===== src/rtl/qser_pkg.sv =====
`timescale 1ns/1ps
package qser_pkg;
  // Strobes passed from control to datapath, one fast cycle each.
  typedef struct packed {
    logic load;   // capture parallel word into lanes
    logic shift;  // advance lanes by one bit
  } serStrobe_t;
endpackage


===== src/rtl/qser_ctrl.sv =====
`timescale 1ns/1ps
module qser_ctrl
  import qser_pkg::*;
#(
  parameter int LANE_BITS = 8,
  parameter int SEL_W     = 2
) (
  input  logic             clk,
  input  logic             rst,
  input  logic [SEL_W-1:0] phaseSel,
  output serStrobe_t       strobe,
  output logic             divClk
);
  localparam int CNT_W      = $clog2(LANE_BITS);
  localparam int PHASE_STEP = LANE_BITS / (1 << SEL_W);
  localparam logic [CNT_W-1:0] LAST_CNT = CNT_W'(LANE_BITS - 1);
  localparam logic [CNT_W-1:0] HALF_CNT = CNT_W'(LANE_BITS / 2);

  logic [CNT_W-1:0] bitCnt;
  logic [CNT_W-1:0] phaseOfs;
  logic [CNT_W-1:0] relPos;
  logic             divNext;

  // Bit-slot counter: value 0 marks the capture edge.
  always_ff @(posedge clk) begin
    if (rst) begin
      bitCnt <= '0;
    end else if (bitCnt == LAST_CNT) begin
      bitCnt <= '0;
    end else begin
      bitCnt <= bitCnt + 1'b1;
    end
  end

  // Position of the current edge relative to the selected rise point.
  always_comb begin
    phaseOfs = CNT_W'(int'(phaseSel) * PHASE_STEP);
    relPos   = bitCnt - phaseOfs;
    divNext  = (relPos < HALF_CNT);
  end

  // Divided clock is retimed at the output.
  always_ff @(posedge clk) begin
    if (rst) begin
      divClk <= 1'b0;
    end else begin
      divClk <= divNext;
    end
  end

  always_comb begin
    strobe.load  = ~rst & (bitCnt == '0);
    strobe.shift = ~rst & (bitCnt != '0);
  end
endmodule


===== src/rtl/qser_lane.sv =====
`timescale 1ns/1ps
module qser_lane
  import qser_pkg::*;
#(
  parameter int LANE_BITS = 8
) (
  input  logic                 clk,
  input  logic                 rst,
  input  serStrobe_t           strobe,
  input  logic [LANE_BITS-1:0] laneBits,
  output logic                 serBit
);
  logic [LANE_BITS-1:0] shReg;

  always_ff @(posedge clk) begin
    if (rst) begin
      shReg <= '0;
    end else if (strobe.load) begin
      shReg <= laneBits;
    end else if (strobe.shift) begin
      shReg <= {1'b0, shReg[LANE_BITS-1:1]};
    end
  end

  // Output retiming flop, LSB leaves first.
  always_ff @(posedge clk) begin
    if (rst) begin
      serBit <= 1'b0;
    end else begin
      serBit <= shReg[0];
    end
  end
endmodule


===== src/rtl/qser_datapath.sv =====
`timescale 1ns/1ps
module qser_datapath
  import qser_pkg::*;
#(
  parameter int LANES     = 4,
  parameter int LANE_BITS = 8
) (
  input  logic                         clk,
  input  logic                         rst,
  input  serStrobe_t                   strobe,
  input  logic [LANES*LANE_BITS-1:0]   parWord,
  output logic [LANES-1:0]             serOut
);
  for (genvar k = 0; k < LANES; k++) begin : gLane
    logic [LANE_BITS-1:0] laneBits;
    // Interleave: slot j of lane k takes word bit k + LANES*j.
    for (genvar j = 0; j < LANE_BITS; j++) begin : gSlot
      assign laneBits[j] = parWord[k + LANES*j];
    end
    qser_lane #(.LANE_BITS(LANE_BITS)) uLane (
      .clk     (clk),
      .rst     (rst),
      .strobe  (strobe),
      .laneBits(laneBits),
      .serBit  (serOut[k])
    );
  end
endmodule


===== src/rtl/quad_serializer.sv =====
`timescale 1ns/1ps
module quad_serializer
  import qser_pkg::*;
#(
  parameter int LANES     = 4,
  parameter int LANE_BITS = 8,
  parameter int SEL_W     = 2
) (
  input  logic                       clk,
  input  logic                       rst,
  input  logic [SEL_W-1:0]           phaseSel,
  input  logic [LANES*LANE_BITS-1:0] parWord,
  output logic [LANES-1:0]           serOut,
  output logic                       divClk,
  output logic                       fwdClk
);
  serStrobe_t strobe;

  qser_ctrl #(.LANE_BITS(LANE_BITS), .SEL_W(SEL_W)) uCtrl (
    .clk     (clk),
    .rst     (rst),
    .phaseSel(phaseSel),
    .strobe  (strobe),
    .divClk  (divClk)
  );

  qser_datapath #(.LANES(LANES), .LANE_BITS(LANE_BITS)) uData (
    .clk    (clk),
    .rst    (rst),
    .strobe (strobe),
    .parWord(parWord),
    .serOut (serOut)
  );

  // Forwarded clock with minimal skew to the retimed data.
  assign fwdClk = clk;
endmodule


===== config.mk =====
export PLATFORM = sky130hd
export DESIGN_NAME = quad_serializer
export DESIGN_NICKNAME = d
export VERILOG_FILES = /design/src/rtl/qser_pkg.sv /design/src/rtl/qser_ctrl.sv /design/src/rtl/qser_lane.sv /design/src/rtl/qser_datapath.sv /design/src/rtl/quad_serializer.sv
export SDC_FILE = /design/constraint.sdc
export NUM_CORES = 1
export LEC_CHECK = 0
export ABC_AREA = 0
export BUFFER_PORTS_ARGS = -buffer_cell sky130_fd_sc_hd__buf_4
export CAP_MARGIN = 10
export CORE_MARGIN = 2
export CORE_UTILIZATION = 47
export DETAILED_ROUTE_END_ITERATION = 10
export GPL_ROUTABILITY_DRIVEN = 0
export PLACE_DENSITY = 0.74
export SLEW_MARGIN = 20
export SYNTH_ARGS = -nofsm -noshare
export SYNTH_HDL_FRONTEND = slang
export SYNTH_HIERARCHICAL = 1
export SYNTH_SLANG_ARGS = --single-unit

===== constraint.sdc =====
create_clock -name clk -period 2.8 [get_ports clk]
set_clock_uncertainty 0.1 [all_clocks]
set_input_delay 0.42 -clock clk [delete_from_list [all_inputs] [get_ports clk]]
set_output_delay 0.42 -clock clk [all_outputs]
set_load 0.05 [all_outputs]

# After elaboration in Yosys (flattened, before gate mapping)
# Index checks and enable logic that the tools add are counted.
[classes]
n_mux = 8
order_cmp = 1
bitwise_logic = 3
reduce_logical = 4
eq_ne = 1
addsub = 2
[op_table]
columns = ["operator", "count"]
rows = [
  ["$mux W8", 8],
  ["$add A3 B1 Y3 const B", 1],
  ["$eq A3 B3 Y1 const B", 1],
  ["$logic_not A3 Y1", 1],
  ["$lt A3 B3 Y1 const B", 1],
  ["$reduce_bool A3 Y1", 1],
  ["$sub A3 B3 Y3", 1],
  ["$and A1 B1 Y1", 2],
  ["$reduce_bool A2 Y1", 1],
  ["$reduce_or A2 Y1", 1],
  ["$not A1 Y1", 1],
]
[word_totals]
register_bits = 40
elab_cells = 29

# Longest topological paths before layout
[depth]
word_depth = 4
mapped_depth = 6
ltp_nobuf = 5

# By module
# Netlist, hierarchy kept.
[modules_own_cells]
columns = ["module", "cells_each", "seq_area_each_um2", "area_each_um2", "instances"]
rows = [
  ["qser_lane", 37, 180.2, 396.6, 4],
  ["qser_ctrl", 19, 80.1, 188.9, 1],
  ["quad_serializer", 1, 0.0, 7.5, 1],
]

==> impl_metrics.json <==
{
  "crit_family": "buffers and inverters",
  "drive_gt1_share_pct": 26.6,
  "clock_latency_ps": 400,
  "synthAdderAreaFrac_pct": 2.11,
  "gr-usage-met2_pct": 29.3,
  "ioPinCount": 42,
  "avgSynthCellArea_sq_um": 10.6,
  "drv_cap": 0,
  "drc_errors": 0,
  "p_sw_uw": 437,
  "die_w_um": 65.6,
  "drt_first_pass_iters": 4,
  "cts_setup_buffers": 0,
  "p_clk_share_pct": 43.2,
  "synth_seq_cells": 40,
  "rsz0062_at_grt": "false",
  "netlist_area_sq_um": 1780,
  "synth_compound_area_share_pct": 13.2,
  "diodes": 0,
  "fin_ws_ps": 473,
  "fin_hold_ws_ps": 177,
  "vdd_drop_max_mv": 0.709,
  "track_usage_pct": 19.0,
  "drt_wl_total_um": 3490,
  "yosysUniqueCellTypes": 15,
  "end_kind": "output port",
  "dpl.hpwl_um": 2280,
  "final_common_cell": "buf_4",
  "ctsHoldBuffers": 0,
  "worstSetupStartpointType": "clock port",
  "p_seq_share_pct": 40.7,
  "switching_share_pct": 26.9,
  "grt_pass1_wl_um": 6010,
  "die_area_sq_um": 4300,
  "worstPathCellList": "clkbuf_8, clkbuf_8, buf_4",
  "hp-class": "in2reg",
  "synth_top_family_by_area": "simple AND/OR/NAND/NOR gates",
  "io_buffers": 41,
  "crit_fanout": 2,
  "path_buf_inv": 3,
  "die_h_um": 65.6,
  "finalMaxSlewViolations": 0,
  "p_int_uw": 1190,
  "status": "complete, no violations",
  "critPathKind": "clk2out",
  "start_util_pct": 48.7,
  "cp.required_ps": 2280,
  "cts_tree": "yes",
  "fin_nets": 252,
  "yosys.area_share.simple_pct": 16.1,
  "synth-xor-area-share_pct": 0.982,
  "ys_seq_area_share_pct": 44.9,
  "grt_busiest_layer": "met2",
  "synth_nets": 207,
  "place_ws_ps": 684,
  "coreArea_sq_um": 3660,
  "vias": 1349,
  "grt_overflow_total": 0,
  "synth_cells": 168,
  "drt_iter0_markers": 71,
  "setup_viol": 0,
  "slowest_stage": "buf_4",
  "place_inst": 251,
  "rows": 22,
  "slowest_delay_ps": 180,
  "total_power_uw": 1620,
  "grt_max_degree": 43,
  "instances_no_fill": 262,
  "pwr-share-comb_pct": 16.2,
  "tightest_slew_ps": 651,
  "clk_pin_slew_ps": 80,
  "yosysWarningCount": 6,
  "antenna_found_initial": 0,
  "arrival_ps": 1810,
  "slew_headroom_pct": 56.5,
  "final_cell_mix": "buf_4, dfxtp_1, nor2b_1",
  "p_leak_uw": 0.000905,
  "cts-resized-gates": 0,
  "wl_per_cell_um": 13.3,
  "critPathMostFrequentCell": "clkbuf_8",
  "area_growth_pct": 27.1,
  "setup_tns_ps": 0,
  "grt_pass1_vias": 1361,
  "hold_viol_final": 0,
  "final_antenna_net_count": 0,
  "synthMuxAreaShare_pct": 15.7,
  "drt-vias-per-instance": 5.15,
  "power_density_nw_per_um2": 716,
  "grt.met1_usage_pct": 21.5,
  "nFillCells": 309,
  "met3_usage_pct": 7.53
}
[per-layer routing]
layer / wire length [um] / vias to the layer above
met5: 0 / -
met3: 186 / 12
met4: 107 / 0
met2: 1670 / 38
li1: - / 678
met1: 1530 / 621
[sequential cells by signal, indices dropped and copies added, names as in the netlist]
signal                    count
uCtrl/bitCnt                  3
uCtrl/divClk                  1
uData/gLane.uLane/serBit      4
uData/gLane.uLane/shReg      32
[worst min-delay path: stages]
cell,delay (ps)
buf_4,110
nand2_1,50
a21oi_1,50
[through the flow]
| stage | cell area [sq um] | utilization (%) |
|---|---|---|
| floorplan | 1790 | - |
| global placement | 2100 | 57.3 |
| detailed placement | 2100 | 57.3 |
| CTS | 2270 | 61.9 |
| global route | 2270 | 61.9 |
| finish | 2270 | 61.9 |
[worst paths after layout]
check	end	cells past startpoint	from	slack [ps]
max	fwdClk	3	clk	470
min	uData/gLane[1].uLane/shReg[7]$_SDFFE_PP0P_	3	parWord[29]	180
max reg2reg	uData/gLane[0].uLane/shReg[5]$_SDFFE_PP0P_	6	uCtrl/bitCnt[0]$_SDFF_PP0_	640
min reg2reg	uData/gLane[3].uLane/serBit$_SDFF_PP0_	1	uData/gLane[3].uLane/shReg[0]$_SDFFE_PP0P_	370
[cell usage after synthesis]
library cell   n  area (sq um)
nor2b_1       33           206
mux2i_1       28           280
or3b_1         4          35.0
xnor2_1        2          17.5
buf_4          1          7.51
nor2_1         1          3.75
a21oi_1        5          25.0
nor3b_1        3          22.5
dfxtp_1       40           801
inv_1          7          26.3
buf_6          8          90.1
nand2_1        4          15.0
ha_1           3          37.5
a211oi_1      28           210
nor3_1         1          5.00
[power by group through the flow]
stage               registers, uW  logic, uW  clock network (uW)
floorplan                     683        173                77.0
global placement              670        255                77.0
detailed placement            672        263                77.0
CTS                           660        265                 719
global route                  667        289                 752
finish                        660        263                 701
[cell type report]
cell class	count	area [sq um]	area share (%)
clock inverter	1	30.0	1.33
sequential	40	801	35.3
clock buffer	11	145	6.41
timing repair buffer	43	323	14.2
tap	48	60.1	2.65
multi-input combinational	112	881	38.9
inverter	7	26.3	1.16
[kinds of logic after synthesis]
| family | Yosys count |
|---|---|
| compound gates | 33 |
| xor+xnor | 2 |
| fa+ha+maj | 3 |
| buf+inv | 16 |
| flops | 40 |
| mux | 28 |
| simple gates | 46 |
(Power assumes the default switching activity.)
